--- config.mk ---
export PLATFORM = sky130hd
export DESIGN_NAME = ret_addr_stack
export DESIGN_NICKNAME = d
export VERILOG_FILES = /design/src/rtl/ret_addr_stack_pkg.sv /design/src/rtl/ras_classify.sv /design/src/rtl/ras_level_ctrl.sv /design/src/rtl/ras_store.sv /design/src/rtl/ret_addr_stack.sv
export SDC_FILE = /design/constraint.sdc
export NUM_CORES = 1
export LEC_CHECK = 0
export CAP_MARGIN = 20
export CORE_MARGIN = 1
export CORE_UTILIZATION = 30
export DETAILED_ROUTE_END_ITERATION = 10
export GPL_TIMING_DRIVEN = 0
export SYNTH_ARGS = -nofsm -noshare
export SYNTH_HDL_FRONTEND = slang
export SYNTH_SLANG_ARGS = --single-unit
export TNS_END_PERCENT = 5
--- constraint.sdc ---
create_clock -name clk -period 9.35 [get_ports clk]
set_input_delay 1.4025 -clock clk [delete_from_list [all_inputs] [get_ports clk]]
set_output_delay 1.4025 -clock clk [all_outputs]
set_load 0.1 [all_outputs]
--- src/rtl/ret_addr_stack_pkg.sv ---
package ret_addr_stack_pkg;

    typedef enum logic [1:0] {
        ST_EMPTY = 2'd0,
        ST_PART  = 2'd1,
        ST_FULL  = 2'd2
    } ras_level_e;

    localparam logic [6:0] OPC_JUMP_LINK = 7'b1101111;
    localparam logic [6:0] OPC_JUMP_REG  = 7'b1100111;
    localparam logic [2:0] F3_JUMP_REG   = 3'b000;
    localparam logic [4:0] REG_LINK      = 5'd1;
    localparam logic [4:0] REG_ZERO      = 5'd0;

endpackage

--- src/rtl/ras_classify.sv ---
module ras_classify
    import ret_addr_stack_pkg::*;
(
    input  logic        clk,
    input  logic        rst_n,
    input  logic        word_ok,
    input  logic [31:0] word,
    output logic        is_call,
    output logic        is_ret
);

    logic [6:0] opc;
    logic [4:0] rd_f;
    logic [4:0] rs1_f;
    logic [2:0] f3;
    logic       jl_hit;
    logic       jr_hit;

    always_comb begin
        opc    = word[6:0];
        rd_f   = word[11:7];
        f3     = word[14:12];
        rs1_f  = word[19:15];
        jl_hit = (opc == OPC_JUMP_LINK);
        jr_hit = (opc == OPC_JUMP_REG) && (f3 == F3_JUMP_REG);
        is_call = word_ok && (jl_hit || jr_hit) && (rd_f == REG_LINK);
        is_ret  = word_ok && jr_hit && (rd_f == REG_ZERO) && (rs1_f == REG_LINK);
    end

    // a single word is never both a call and a return
    assert_call_ret_excl_R2: assert property (@(posedge clk) disable iff (!rst_n)
        $onehot0({is_call, is_ret}));

endmodule

--- src/rtl/ras_level_ctrl.sv ---
module ras_level_ctrl
    import ret_addr_stack_pkg::*;
#(
    parameter int DEPTH = 8,
    localparam int PW = (DEPTH > 1) ? $clog2(DEPTH) : 1,
    localparam int CW = $clog2(DEPTH + 1)
) (
    input  logic          clk,
    input  logic          rst_n,
    input  logic          do_push,
    input  logic          do_ret,
    output logic          pop_ok,
    output logic          wr_en,
    output logic [PW-1:0] wr_idx,
    output logic [PW-1:0] rd_idx
);

    localparam logic [PW-1:0] LAST_IDX = PW'(DEPTH - 1);
    localparam logic [CW-1:0] FULL_CNT = CW'(DEPTH);
    localparam logic [CW-1:0] ONE_CNT  = CW'(1);

    ras_level_e    state_q, state_n;
    logic [PW-1:0] top_q, top_n;
    logic [CW-1:0] cnt_q, cnt_n;
    logic [PW-1:0] inc_idx, dec_idx;

    always_ff @(posedge clk) begin
        if (!rst_n) begin
            state_q <= ST_EMPTY;
            top_q   <= '0;
            cnt_q   <= '0;
        end else begin
            state_q <= state_n;
            top_q   <= top_n;
            cnt_q   <= cnt_n;
        end
    end

    always_comb begin
        inc_idx = (top_q == LAST_IDX) ? '0 : top_q + 1'b1;
        dec_idx = (top_q == '0) ? LAST_IDX : top_q - 1'b1;
        state_n = state_q;
        top_n   = top_q;
        cnt_n   = cnt_q;
        pop_ok  = 1'b0;
        wr_en   = do_push;
        wr_idx  = inc_idx;
        rd_idx  = top_q;
        unique case (state_q)
            ST_EMPTY: begin
                if (do_push) begin
                    top_n   = inc_idx;
                    cnt_n   = ONE_CNT;
                    state_n = (DEPTH == 1) ? ST_FULL : ST_PART;
                end
            end
            ST_PART: begin
                if (do_push) begin
                    top_n   = inc_idx;
                    cnt_n   = cnt_q + 1'b1;
                    state_n = (cnt_q == FULL_CNT - 1'b1) ? ST_FULL : ST_PART;
                end else if (do_ret) begin
                    pop_ok  = 1'b1;
                    top_n   = dec_idx;
                    cnt_n   = cnt_q - 1'b1;
                    state_n = (cnt_q == ONE_CNT) ? ST_EMPTY : ST_PART;
                end
            end
            ST_FULL: begin
                if (do_push) begin
                    top_n = inc_idx;
                end else if (do_ret) begin
                    pop_ok  = 1'b1;
                    top_n   = dec_idx;
                    cnt_n   = cnt_q - 1'b1;
                    state_n = (DEPTH == 1) ? ST_EMPTY : ST_PART;
                end
            end
            default: begin
                state_n = ST_EMPTY;
                top_n   = '0;
                cnt_n   = '0;
            end
        endcase
    end

    // a push makes the written slot the new top
    assert_push_top_R1: assert property (@(posedge clk) disable iff (!rst_n)
        do_push |=> (top_q == $past(wr_idx)));

    // an accepted return removes exactly one entry
    assert_pop_drop_R3: assert property (@(posedge clk) disable iff (!rst_n)
        pop_ok |=> (cnt_q == $past(cnt_q) - 1'b1));

    // the full state always holds exactly DEPTH entries
    assert_full_level_R5: assert property (@(posedge clk) disable iff (!rst_n)
        (state_q == ST_FULL) |-> (cnt_q == FULL_CNT));

    // a return on an empty stack moves nothing
    assert_empty_hold_R6: assert property (@(posedge clk) disable iff (!rst_n)
        (do_ret && state_q == ST_EMPTY) |=> ($stable(top_q) && state_q == ST_EMPTY));

    // no call and no return leaves pointer and level alone
    assert_idle_hold_R7: assert property (@(posedge clk) disable iff (!rst_n)
        (!do_push && !do_ret) |=> ($stable(top_q) && $stable(cnt_q)));

endmodule

--- src/rtl/ras_store.sv ---
module ras_store #(
    parameter int DEPTH = 8,
    parameter int XLEN  = 32,
    localparam int PW = (DEPTH > 1) ? $clog2(DEPTH) : 1
) (
    input  logic            clk,
    input  logic            wr_en,
    input  logic [PW-1:0]   wr_idx,
    input  logic [XLEN-1:0] wr_data,
    input  logic [PW-1:0]   rd_idx,
    output logic [XLEN-1:0] rd_data
);

    logic [XLEN-1:0] slots [DEPTH];

    always_ff @(posedge clk) begin
        if (wr_en) begin
            slots[wr_idx] <= wr_data;
        end
    end

    assign rd_data = slots[rd_idx];

endmodule

--- src/rtl/ret_addr_stack.sv ---
module ret_addr_stack #(
    parameter int DEPTH = 8,
    parameter int XLEN  = 32,
    localparam int PW = (DEPTH > 1) ? $clog2(DEPTH) : 1
) (
    input  logic            clk,
    input  logic            rst_n,
    input  logic            in_valid,
    input  logic [31:0]     in_instr,
    input  logic [XLEN-1:0] in_pc,
    output logic            pred_valid,
    output logic [XLEN-1:0] pred_target
);

    logic            call_hit;
    logic            ret_hit;
    logic            pop_ok;
    logic            wr_en;
    logic [PW-1:0]   wr_idx;
    logic [PW-1:0]   rd_idx;
    logic [XLEN-1:0] rd_data;
    logic [XLEN-1:0] link_addr;

    assign link_addr = in_pc + XLEN'(4);

    ras_classify u_classify (
        .clk     (clk),
        .rst_n   (rst_n),
        .word_ok (in_valid),
        .word    (in_instr),
        .is_call (call_hit),
        .is_ret  (ret_hit)
    );

    ras_level_ctrl #(.DEPTH(DEPTH)) u_ctrl (
        .clk     (clk),
        .rst_n   (rst_n),
        .do_push (call_hit),
        .do_ret  (ret_hit),
        .pop_ok  (pop_ok),
        .wr_en   (wr_en),
        .wr_idx  (wr_idx),
        .rd_idx  (rd_idx)
    );

    ras_store #(.DEPTH(DEPTH), .XLEN(XLEN)) u_store (
        .clk     (clk),
        .wr_en   (wr_en),
        .wr_idx  (wr_idx),
        .wr_data (link_addr),
        .rd_idx  (rd_idx),
        .rd_data (rd_data)
    );

    assign pred_valid  = pop_ok;
    assign pred_target = pop_ok ? rd_data : '0;

    // a prediction is only ever raised by a classified return
    assert_pred_from_ret_R3: assert property (@(posedge clk) disable iff (!rst_n)
        pred_valid |-> ret_hit);

    // nothing is predicted for an idle input slot
    assert_idle_no_pred_R9: assert property (@(posedge clk) disable iff (!rst_n)
        !in_valid |-> !pred_valid);

endmodule

==> results of run 1 <==
[critical path, cell delays in order]
cell and delay (ps):
sky130_fd_sc_hd__clkdlybuf4s50_1 400, sky130_fd_sc_hd__or4_4 560, sky130_fd_sc_hd__or3_1 390, sky130_fd_sc_hd__buf_6 140
sky130_fd_sc_hd__nor2_1 340, sky130_fd_sc_hd__nand2_1 290, sky130_fd_sc_hd__clkbuf_1 410, sky130_fd_sc_hd__nor2_1 350
sky130_fd_sc_hd__clkdlybuf4s50_1 1190
[flip-flops by register name, indices dropped and copies added, names as in the netlist, named ones only]
name and count:
u_ctrl.cnt_q 4, u_store.slots 256, u_ctrl.rd_idx 3, u_ctrl.state_q 2
[how the worst max path moves through the flow]
stage,slack [ps],end,cells past startpoint,start
after floorplan,3580,pred_target[10],7,in_instr[8]
after detailed placement,2400,pred_target[12],9,in_instr[8]
final,2470,pred_target[5],9,in_instr[8]
after global routing,2290,pred_target[5],9,in_instr[8]
after CTS,2400,pred_target[12],9,in_instr[8]
after global placement,720,u_store.slots[2][14],6,in_instr[7]
[power breakdown]
group / switching (mW) / internal (mW) / leakage (nW)
clock: 0.451 / 0.610 / 0.432
sequential: 0.000202 / 1.32 / 2.40
combinational: 0.0348 / 0.0313 / 1.40
total: 0.486 / 1.96 / 4.23
[routing by layer]
metal / up-vias / global-route usage (%)
met5: - / 0
met4: 0 / 2.58
met3: 31 / 1.68
met2: 143 / 21.1
met1: 3179 / 19.0
li1: 2839 / -
[cell usage in the layout (no fill, tap or decap), types with 7 or more instances in the layout]
cell and count:
sky130_fd_sc_hd__clkbuf_1 21, sky130_fd_sc_hd__mux2i_1 35, sky130_fd_sc_hd__a21oi_1 10, sky130_fd_sc_hd__nand4_1 8
sky130_fd_sc_hd__o21ai_0 11, sky130_fd_sc_hd__xnor2_1 22, sky130_fd_sc_hd__clkbuf_16 28, sky130_fd_sc_hd__clkdlybuf4s50_1 87
sky130_fd_sc_hd__edfxtp_1 256, sky130_fd_sc_hd__ha_1 13, sky130_fd_sc_hd__nand2_1 22, sky130_fd_sc_hd__xor2_1 7
sky130_fd_sc_hd__mux4_2 64, sky130_fd_sc_hd__dfxtp_1 12, sky130_fd_sc_hd__inv_1 17, sky130_fd_sc_hd__nor2_1 51
sky130_fd_sc_hd__buf_1 13, sky130_fd_sc_hd__nand3_1 15, sky130_fd_sc_hd__nor3_1 9, sky130_fd_sc_hd__buf_6 10
[area by class of cell]
type,instances,area [um2],area share [%]
clock buffer,34,723,5.16
clock inverter,18,159,1.13
sequential,268,7930,56.5
inverter,17,63.8,0.455
multi-input combinational,328,3270,23.3
tap,504,631,4.50
timing repair buffer,105,1130,8.07
buffer,30,121,0.865
[per-stage QoR]
step                utilization, %  power, mW  hold slack [ps]  setup slack [ps]
global route                  38.0       2.52              604              2290
global placement              34.8       1.41              550               723
floorplan                        -       1.37              502              3580
finish                        38.0       2.44              577              2470
CTS                           38.0       2.47              565              2400
detailed placement            35.6       1.41              561              2400
[kinds of logic (layout without fill, tap and decap cells)]
| kind of cell | count (synthesis) | count (layout) | synth area share [%] |
|---|---|---|---|
| flops | 268 | 268 | 70.0 |
| simple gates | 138 | 138 | 5.77 |
| mux | 99 | 99 | 15.8 |
| compound gates | 49 | 49 | 3.10 |
| buf+inv | 47 | 204 | 1.63 |
| xor+xnor | 29 | 29 | 2.24 |
| fa+ha+maj | 13 | 13 | 1.44 |
==> impl_results.html, run 1 <==
<table>
<tr><th>Metric</th><th>Value</th></tr>
<tr><th colspan="2">Setup path</th></tr>
<tr><td>Worst R2R Setup Slack</td><td>6830 ps</td></tr>
<tr><td>Highest fanout seen on the critical path</td><td>10</td></tr>
<tr><td>Crit path kind</td><td>primary input to output pin</td></tr>
<tr><td>Data required time at the worst endpoint</td><td>between 7000 and 8000 ps</td></tr>
<tr><td>R2r worst-path depth</td><td>7</td></tr>
<tr><td>Worst r2r dst</td><td>u_store.slots[4][23]</td></tr>
<tr><td>Origin of the critical flop-to-flop path</td><td>u_ctrl.rd_idx[0]</td></tr>
<tr><td>CP endpoint kind</td><td>output pin</td></tr>
<tr><td>CP arrival</td><td>5480 ps</td></tr>
<tr><td>Type of element launching the critical path</td><td>primary input</td></tr>
<tr><th colspan="2">Detailed routing</th></tr>
<tr><td>Highest metal layer used by the detailed router</td><td>met4</td></tr>
<tr><td>Routed Antenna Nets</td><td>0</td></tr>
<tr><td>Length of routed wiring on met1</td><td>12.0 mm</td></tr>
<tr><td>DRC violation count after routing</td><td>0</td></tr>
<tr><td>Starting DRT DRC Count</td><td>563</td></tr>
<tr><td>Mean number of vias per cell</td><td>4.75</td></tr>
<tr><td>DR WL met3</td><td>838 um</td></tr>
<tr><td>Met2 WL post-DR</td><td>11.7 mm</td></tr>
<tr><td>Wire length reported by the detailed router</td><td>24.9 mm</td></tr>
<tr><td>Pre-antenna DRT Iters</td><td>5</td></tr>
<tr><td>Routed wirelength normalized by instance count</td><td>19.1 um</td></tr>
<tr><td>Total via count in the routed design</td><td>6192</td></tr>
<tr><th colspan="2">STA</th></tr>
<tr><td>Max_slew headroom</td><td>33.3%</td></tr>
<tr><td>Minimum clock period</td><td>6880 ps</td></tr>
<tr><td>Unrepaired setup endpoints after global routing</td><td>false</td></tr>
<tr><td>Final setup TNS</td><td>0 ps</td></tr>
<tr><td>Actual transition at the worst max-transition pin</td><td>1000 ps</td></tr>
<tr><td>Final worst-path cycle share</td><td>73.6%</td></tr>
<tr><td>Hold Vio Cnt, Final</td><td>0</td></tr>
<tr><td>Fmax</td><td>0.145 GHz</td></tr>
<tr><td>Largest clock skew in the final design</td><td>between 15 and 20 ps</td></tr>
<tr><td>Finish-stage setup viols</td><td>0</td></tr>
<tr><td>Total count of max-transition violations in the final report</td><td>0</td></tr>
<tr><th colspan="2">CTS</th></tr>
<tr><td>Maximum count of clock buffers along a single path</td><td>3</td></tr>
<tr><td>Clk sinks</td><td>268</td></tr>
<tr><td>Source-to-sink clock delay at the later pin of the worst-skew pair</td><td>540 ps</td></tr>
<tr><td>Number of buffers added for setup after CTS</td><td>0</td></tr>
<tr><td>Clock transition time at the flip-flop clock pins of the worst setup and hold paths</td><td>60 ps</td></tr>
<tr><td>CTS tree</td><td>done</td></tr>
<tr><td>Maximum level of the CTS H-tree</td><td>1</td></tr>
<tr><td>Clk root buf</td><td>sky130_fd_sc_hd__clkbuf_16</td></tr>
<tr><td>Number of hold-repair buffers added at the cts stage</td><td>0</td></tr>
<tr><td>Post-CTS Resized</td><td>0</td></tr>
<tr><td>Clock buffers created by TritonCTS</td><td>28</td></tr>
<tr><th colspan="2">Placed design</th></tr>
<tr><td>Port buffer count</td><td>87</td></tr>
<tr><td>HPWL after detailed placement</td><td>16.9 mm</td></tr>
<tr><td>Global placement routability congestion</td><td>0.819</td></tr>
<tr><td>Dpl cells</td><td>1251</td></tr>
<tr><td>Area after DPL</td><td>0.0131 mm2</td></tr>
<tr><th colspan="2">Logic synthesis</th></tr>
<tr><td>Number of distinct library cell variants in the gate-level netlist after synthesis</td><td>52</td></tr>
<tr><td>Number of warnings issued by yosys</td><td>0</td></tr>
<tr><td>Net Count, Synth</td><td>about 720</td></tr>
<tr><td>Async set-reset flop share out of synthesis</td><td>0%</td></tr>
<tr><td>Most frequently used cell type in the post-synthesis netlist</td><td>sky130_fd_sc_hd__edfxtp_1</td></tr>
<tr><td>Count of state elements after synthesis</td><td>approximately 270</td></tr>
<tr><td>Largest cells by area after synthesis</td><td>sky130_fd_sc_hd__edfxtp_1, sky130_fd_sc_hd__mux4_2, sky130_fd_sc_hd__mux2i_1, sky130_fd_sc_hd__dfxtp_1, sky130_fd_sc_hd__nor2_1</td></tr>
<tr><td>Count of flip-flops with a built-in enable after synthesis</td><td>approximately 260</td></tr>
<tr><td>Main synth FF type</td><td>sky130_fd_sc_hd__edfxtp_1</td></tr>
<tr><td>Yosys top cell by area</td><td>sky130_fd_sc_hd__edfxtp_1</td></tr>
<tr><td>Synthesized area per cell</td><td>17.6 um2</td></tr>
<tr><td>Register area share after synthesis</td><td>70.0%</td></tr>
<tr><td>List of most frequent post-synthesis cells</td><td>sky130_fd_sc_hd__edfxtp_1, sky130_fd_sc_hd__mux4_2, sky130_fd_sc_hd__nor2_1</td></tr>
<tr><td>Post-synth design cell area</td><td>between 0.01 and 0.015 mm2</td></tr>
<tr><td>Share of the synthesized area in the top cell type</td><td>approximately two thirds</td></tr>
<tr><td>Cell count after synthesis</td><td>643</td></tr>
<tr><th colspan="2">Floorplan</th></tr>
<tr><td>Chip Height</td><td>196 um</td></tr>
<tr><td>Floorplan row count</td><td>70</td></tr>
<tr><td>DIE WIDTH</td><td>196 um</td></tr>
<tr><td>Die area</td><td>between 0.03 and 0.04 mm2</td></tr>
<tr><td>Number of primary I/O pins</td><td>100</td></tr>
<tr><td>Placeable core region</td><td>approximately 0.037 mm2</td></tr>
<tr><td>Starting density of the core</td><td>30.7%</td></tr>
<tr><th colspan="2">Run</th></tr>
<tr><td>Number of max-cap violations</td><td>0</td></tr>
<tr><th colspan="2">Hold path</th></tr>
<tr><td>Startpoint of the worst hold path</td><td>u_ctrl.rd_idx[1]</td></tr>
<tr><td>Min-Delay Endpoint</td><td>u_ctrl.rd_idx[1]</td></tr>
<tr><td>Worst hold path depth</td><td>1</td></tr>
<tr><td>Hold crit path type</td><td>flop to flop</td></tr>
<tr><th colspan="2">Global routing</th></tr>
<tr><td>Antenna violations before repair</td><td>0</td></tr>
<tr><td>GR Overflow Total</td><td>0</td></tr>
<tr><td>Number of global-route vias before repair</td><td>6258</td></tr>
<tr><td>GRT Resource Usage Total</td><td>13.1%</td></tr>
<tr><td>Wire length of the first global-routing pass</td><td>38.0 mm</td></tr>
<tr><td>Pin count of the biggest net entering global routing</td><td>24</td></tr>
<tr><th colspan="2">Layout</th></tr>
<tr><td>Antenna diode instance count</td><td>0</td></tr>
<tr><td>Area Growth Syn to Fin</td><td>23.8%</td></tr>
<tr><td>Layout net count</td><td>858</td></tr>
<tr><td>Fraction of final layout cells with drive strength greater than 1</td><td>~17%</td></tr>
<tr><td>Final-layout fill cell count</td><td>about 3.4k</td></tr>
<tr><td>Post-route insts no fill</td><td>between 1k and 1.5k</td></tr>
<tr><td>Post-route standard cell area excluding fillers</td><td>~0.014 mm2</td></tr>
<tr><th colspan="2">Power and ir drop</th></tr>
<tr><td>Worst vdd rail ir drop</td><td>0.000115 V</td></tr>
<tr><td>Power density relative to cell area</td><td>approximately 170 mW/mm2</td></tr>
<tr><td>Total leakage power</td><td>4.23 nW</td></tr>
<tr><th colspan="2">Status</th></tr>
<tr><td>Result of the run</td><td>finished clean</td></tr>
</table>
Power figures use the tool's default switching activity.
==> inputs of run 2 (changes only) <==
==> constraint.sdc (replaced) <==
create_clock -name clk -period 7.15 [get_ports clk]
set_input_delay 1.0725 -clock clk [delete_from_list [all_inputs] [get_ports clk]]
set_output_delay 1.0725 -clock clk [all_outputs]
set_load 0.1 [all_outputs]
==> results of run 2 <==
Same layout as run 1 (identical final DEF). Status: finished clean.
Main changes from that run: setup slack after placement 2400 ps -> 862 ps; setup slack after layout 2470 ps -> 928 ps; register-to-register setup slack 6830 ps -> 4630 ps; total power 2.44 mW -> 3.19 mW; worst IR drop on VDD 0.000115 V -> 0.000150 V
==> inputs of run 3 (changes only) <==
--- a/config.mk
+++ b/config.mk
@@ -5,12 +5,13 @@
 export SDC_FILE = /design/constraint.sdc
 export NUM_CORES = 1
 export LEC_CHECK = 0
-export CAP_MARGIN = 20
 export CORE_MARGIN = 1
 export CORE_UTILIZATION = 30
 export DETAILED_ROUTE_END_ITERATION = 10
 export GPL_TIMING_DRIVEN = 0
+export SKIP_LAST_GASP = 1
 export SYNTH_ARGS = -nofsm -noshare
 export SYNTH_HDL_FRONTEND = slang
+export SYNTH_HIERARCHICAL = 1
 export SYNTH_SLANG_ARGS = --single-unit
 export TNS_END_PERCENT = 5
==> impl_results.html, run 3 <==
<table>
<tr><th>Metric</th><th>Value</th></tr>
<tr><th colspan="2">Status</th></tr>
<tr><td>Result of the run</td><td>finished clean</td></tr>
<tr><th colspan="2">Global routing</th></tr>
<tr><td>Wire length of the first global-routing pass</td><td>37.9 mm (-0.16%)</td></tr>
<tr><td>Number of global-route vias before repair</td><td>6137 (-1.9%)</td></tr>
<tr><td>Met1 Resource Use GR</td><td>18.1% (-0.87 points)</td></tr>
<tr><td>Antenna violations before repair</td><td>0 (unchanged)</td></tr>
<tr><td>GRT Resource Usage Total</td><td>12.9% (-0.22 points)</td></tr>
<tr><td>Fraction of met2 tracks used by global routing</td><td>21.0% (-0.079 points)</td></tr>
<tr><td>Global-route met3 utilization</td><td>1.93% (+0.25 points)</td></tr>
<tr><td>GR Overflow Total</td><td>0 (unchanged)</td></tr>
<tr><td>Most crowded layer after global routing</td><td>met2</td></tr>
<tr><td>Pin count of the biggest net entering global routing</td><td>25 (+4.2%)</td></tr>
<tr><th colspan="2">Logic synthesis</th></tr>
<tr><td>Largest cells by area after synthesis</td><td>sky130_fd_sc_hd__edfxtp_1, sky130_fd_sc_hd__mux4_1, sky130_fd_sc_hd__mux4_2, sky130_fd_sc_hd__mux2_2, sky130_fd_sc_hd__and2_1</td></tr>
<tr><td>Cell count after synthesis</td><td>621 (-3.4%)</td></tr>
<tr><td>Number of distinct library cell variants in the gate-level netlist after synthesis</td><td>59 (+13%)</td></tr>
<tr><td>Count of flip-flops with a built-in enable after synthesis</td><td>256 (unchanged)</td></tr>
<tr><td>Synthesized area per cell</td><td>18.7 um2 (+5.9%)</td></tr>
<tr><td>Count of state elements after synthesis</td><td>265 (-1.1%)</td></tr>
<tr><td>Async set-reset flop share out of synthesis</td><td>0% (unchanged)</td></tr>
<tr><td>Yosys top cell by area</td><td>sky130_fd_sc_hd__edfxtp_1</td></tr>
<tr><td>Post-synth design cell area</td><td>0.0116 mm2 (+2.3%)</td></tr>
<tr><td>Share of the synthesized area in the top cell type</td><td>66.4% (-1.5 points)</td></tr>
<tr><td>Net Count, Synth</td><td>701 (-3.0%)</td></tr>
<tr><td>List of most frequent post-synthesis cells</td><td>sky130_fd_sc_hd__edfxtp_1, sky130_fd_sc_hd__mux4_1, sky130_fd_sc_hd__and2_1, sky130_fd_sc_hd__mux2_2, sky130_fd_sc_hd__mux4_2</td></tr>
<tr><td>Main synth FF type</td><td>sky130_fd_sc_hd__edfxtp_1</td></tr>
<tr><td>Most frequently used cell type in the post-synthesis netlist</td><td>sky130_fd_sc_hd__edfxtp_1</td></tr>
<tr><td>Register area share after synthesis</td><td>67.9% (-2.1 points)</td></tr>
<tr><td>Number of warnings issued by yosys</td><td>6 (+6)</td></tr>
<tr><th colspan="2">Layout</th></tr>
<tr><td>Most common cell after layout, fill and taps aside</td><td>sky130_fd_sc_hd__edfxtp_1</td></tr>
<tr><td>Fraction of final layout cells with drive strength greater than 1</td><td>19.5% (+2.4 points)</td></tr>
<tr><td>Antenna diode instance count</td><td>0 (unchanged)</td></tr>
<tr><td>Post-route insts no fill</td><td>1285 (-1.5%)</td></tr>
<tr><td>Layout net count</td><td>832 (-3.0%)</td></tr>
<tr><td>Flip-flop count of the largest register, all copies and words added</td><td>256 (unchanged)</td></tr>
<tr><td>Largest Register</td><td>u_store/slots</td></tr>
<tr><td>Area Growth Syn to Fin</td><td>23.0%</td></tr>
<tr><td>Most used cells in the layout excluding fill and tap cells</td><td>sky130_fd_sc_hd__edfxtp_1, sky130_fd_sc_hd__clkdlybuf4s50_1, sky130_fd_sc_hd__mux4_1</td></tr>
<tr><th colspan="2">CTS</th></tr>
<tr><td>Number of hold-repair buffers added at the cts stage</td><td>0 (unchanged)</td></tr>
<tr><td>Clock transition time at the flip-flop clock pins of the worst setup and hold paths</td><td>60 ps (about the same)</td></tr>
<tr><td>Clk root buf</td><td>sky130_fd_sc_hd__clkbuf_16</td></tr>
<tr><td>Maximum count of clock buffers along a single path</td><td>3 (unchanged)</td></tr>
<tr><td>Number of buffers added for setup after CTS</td><td>0 (unchanged)</td></tr>
<tr><td>Source-to-sink clock delay at the later pin of the worst-skew pair</td><td>540 ps (about the same)</td></tr>
<tr><td>Clock buffers created by TritonCTS</td><td>28 (unchanged)</td></tr>
<tr><td>Post-CTS Resized</td><td>0 (unchanged)</td></tr>
<tr><td>CTS tree</td><td>done</td></tr>
<tr><td>Clk sinks</td><td>265 (-1.1%)</td></tr>
<tr><td>Maximum level of the CTS H-tree</td><td>1 (unchanged)</td></tr>
<tr><th colspan="2">Placed design</th></tr>
<tr><td>Dpl ws</td><td>approximately 1300 ps</td></tr>
<tr><td>Port buffer count</td><td>87 (unchanged)</td></tr>
<tr><td>Global placement routability congestion</td><td>0.756 (-7.7%)</td></tr>
<tr><td>HPWL after detailed placement</td><td>16.3 mm (-3.4%)</td></tr>
<tr><td>Dpl cells</td><td>1233 (-1.4%)</td></tr>
<tr><th colspan="2">STA</th></tr>
<tr><td>Max_slew headroom</td><td>33.9% (+0.57 points)</td></tr>
<tr><td>Hold Vio Cnt, Final</td><td>0 (unchanged)</td></tr>
<tr><td>Final worst-path cycle share</td><td>80.0%</td></tr>
<tr><td>Minimum clock period</td><td>5720 ps</td></tr>
<tr><td>Finish-stage setup viols</td><td>0 (unchanged)</td></tr>
<tr><td>Total count of max-transition violations in the final report</td><td>0 (unchanged)</td></tr>
<tr><td>Largest clock skew in the final design</td><td>9.82 ps (-5.75 ps)</td></tr>
<tr><td>Unrepaired setup endpoints after global routing</td><td>false</td></tr>
<tr><td>Fmax</td><td>0.175 GHz</td></tr>
<tr><td>Post-layout worst setup margin</td><td>1430 ps</td></tr>
<tr><td>Actual transition at the worst max-transition pin</td><td>989 ps (-11.7 ps)</td></tr>
<tr><th colspan="2">Detailed routing</th></tr>
<tr><td>Routed Antenna Nets</td><td>0 (unchanged)</td></tr>
<tr><td>Starting DRT DRC Count</td><td>442 (-21%)</td></tr>
<tr><td>Total via count in the routed design</td><td>6114 (-1.3%)</td></tr>
<tr><td>DRC violation count after routing</td><td>0 (unchanged)</td></tr>
<tr><td>Pre-antenna DRT Iters</td><td>4 (-1)</td></tr>
<tr><td>Mean number of vias per cell</td><td>4.76 (+0.20%)</td></tr>
<tr><td>Routed wirelength normalized by instance count</td><td>19.8 um (+3.5%)</td></tr>
<tr><td>Wire length reported by the detailed router</td><td>25.4 mm (+2.0%)</td></tr>
<tr><th colspan="2">Setup path</th></tr>
<tr><td>Highest fanout seen on the critical path</td><td>10 (unchanged)</td></tr>
<tr><td>CP arrival</td><td>between 4000 and 5000 ps</td></tr>
<tr><td>Type of element launching the critical path</td><td>primary input</td></tr>
<tr><td>Crit path kind</td><td>primary input to output pin</td></tr>
<tr><td>CP endpoint kind</td><td>output pin</td></tr>
<tr><td>Data required time at the worst endpoint</td><td>6080 ps</td></tr>
<tr><th colspan="2">Floorplan</th></tr>
<tr><td>Chip Height</td><td>199 um (+1.1%)</td></tr>
<tr><td>Starting density of the core</td><td>30.6% (-0.10 points)</td></tr>
<tr><td>DIE WIDTH</td><td>199 um (+1.1%)</td></tr>
<tr><td>Number of primary I/O pins</td><td>100 (unchanged)</td></tr>
<tr><td>Placeable core region</td><td>0.0378 mm2 (+2.6%)</td></tr>
<tr><td>Floorplan row count</td><td>71 (+1.4%)</td></tr>
<tr><td>Die area</td><td>0.0394 mm2 (+2.3%)</td></tr>
<tr><th colspan="2">Power and ir drop</th></tr>
<tr><td>Power density relative to cell area</td><td>223 mW/mm2</td></tr>
<tr><td>Total leakage power</td><td>4.48 nW (+6.1%)</td></tr>
<tr><td>Worst vdd rail ir drop</td><td>0.000179 V</td></tr>
<tr><th colspan="2">Run</th></tr>
<tr><td>Number of max-cap violations</td><td>0 (unchanged)</td></tr>
<tr><th colspan="2">Hold path</th></tr>
<tr><td>Hold crit path type</td><td>flop to flop</td></tr>
</table>
-- run 3: changes by cell type after synthesis, moves of 5 or more --
| cell | previous run | this run |
|---|---|---|
| sky130_fd_sc_hd__mux4_1 | 0 | 40 |
| sky130_fd_sc_hd__mux4_2 | 64 | 24 |
| sky130_fd_sc_hd__nor2_1 | 56 | 19 |
| sky130_fd_sc_hd__mux2i_1 | 35 | 1 |
| sky130_fd_sc_hd__mux2_2 | 0 | 33 |
| sky130_fd_sc_hd__and2_1 | 2 | 33 |
| sky130_fd_sc_hd__clkbuf_1 | 15 | 4 |
| sky130_fd_sc_hd__buf_1 | 13 | 4 |
| sky130_fd_sc_hd__buf_2 | 1 | 9 |
| sky130_fd_sc_hd__buf_6 | 1 | 9 |
| sky130_fd_sc_hd__a31oi_1 | 6 | 0 |
| sky130_fd_sc_hd__inv_1 | 17 | 11 |
| sky130_fd_sc_hd__nor3_1 | 12 | 7 |
-- run 3: power breakdown --
| part | switching (mW) | internal [mW] | leakage (nW) |
|---|---|---|---|
| combinational | 0.0461 | 0.0417 | 1.68 |
| clock | 0.579 | 0.809 | 0.428 |
| sequential | 0.000380 | 1.70 | 2.37 |
| total | 0.625 | 2.56 | 4.48 |
-- run 3: final cells by class --
cell class / instances / area (um2)
Fill cell: 3510 / 23600
Clock inverter: 18 / 139
Sequential cell: 265 / 7870
Multi-Input combinational cell: 318 / 3550
Timing Repair Buffer: 101 / 1080
Tap cell: 511 / 639
Buffer: 27 / 184
Inverter: 11 / 41.3
Clock buffer: 34 / 744
-- run 3: through the flow --
step	instance area, um2	power [mW]	TNS [ps]	hold WS [ps]	util [%]
after detailed placement	13400	1.83	0	496	35.3
after floorplan	11600	1.77	0	460	-
after global routing	14200	3.27	0	533	37.6
final	14200	3.18	0	502	37.6
after CTS	14200	3.21	0	504	37.6
after global placement	13100	1.82	-26760	488	34.6
-- run 3: metal layers --
layer  vias to the layer above  wire, um
met5                         -         0
met4                         0       341
met3                        29      1170
met2                       144     12100
met1                      3140     11800
li1                       2801         -
-- run 3: worst max-delay path, stage by stage --
cell and delay, ps:
sky130_fd_sc_hd__clkdlybuf4s50_1 450, sky130_fd_sc_hd__and4b_1 190, sky130_fd_sc_hd__nand3_1 110, sky130_fd_sc_hd__nor2_1 110, sky130_fd_sc_hd__buf_6 160, sky130_fd_sc_hd__buf_2 180
sky130_fd_sc_hd__and3b_1 470, sky130_fd_sc_hd__clkbuf_1 500, sky130_fd_sc_hd__and2_1 250, sky130_fd_sc_hd__clkdlybuf4s50_1 1140
-- run 3: path summary, 6_finish.rpt --
| kind | startpoint | slack, ps | end | depth (start not counted) |
|---|---|---|---|---|
| setup / recovery | in_instr[4] | 1430 | pred_target[16] | 10 |
| setup reg to reg | u_ctrl/rd_idx[0] | 4620 | u_store/slots[7][23] | 6 |
| hold / removal | u_ctrl/rd_idx[1] | 500 | u_ctrl/rd_idx[1] | 2 |
| hold reg to reg | u_ctrl/rd_idx[1] | 500 | u_ctrl/rd_idx[1] | 2 |
-- run 3: logic make-up (layout without fill, tap and decap cells) --
kind of cell | Yosys count | count (layout) | share of synthesized area, %
mux | 98 | 98 | 17.0
buf+inv | 38 | 191 | 1.94
flops | 265 | 265 | 67.9
simple gates | 141 | 141 | 7.28
compound gates | 38 | 38 | 2.31
fa+ha+maj | 13 | 13 | 1.40
xor+xnor | 28 | 28 | 2.12
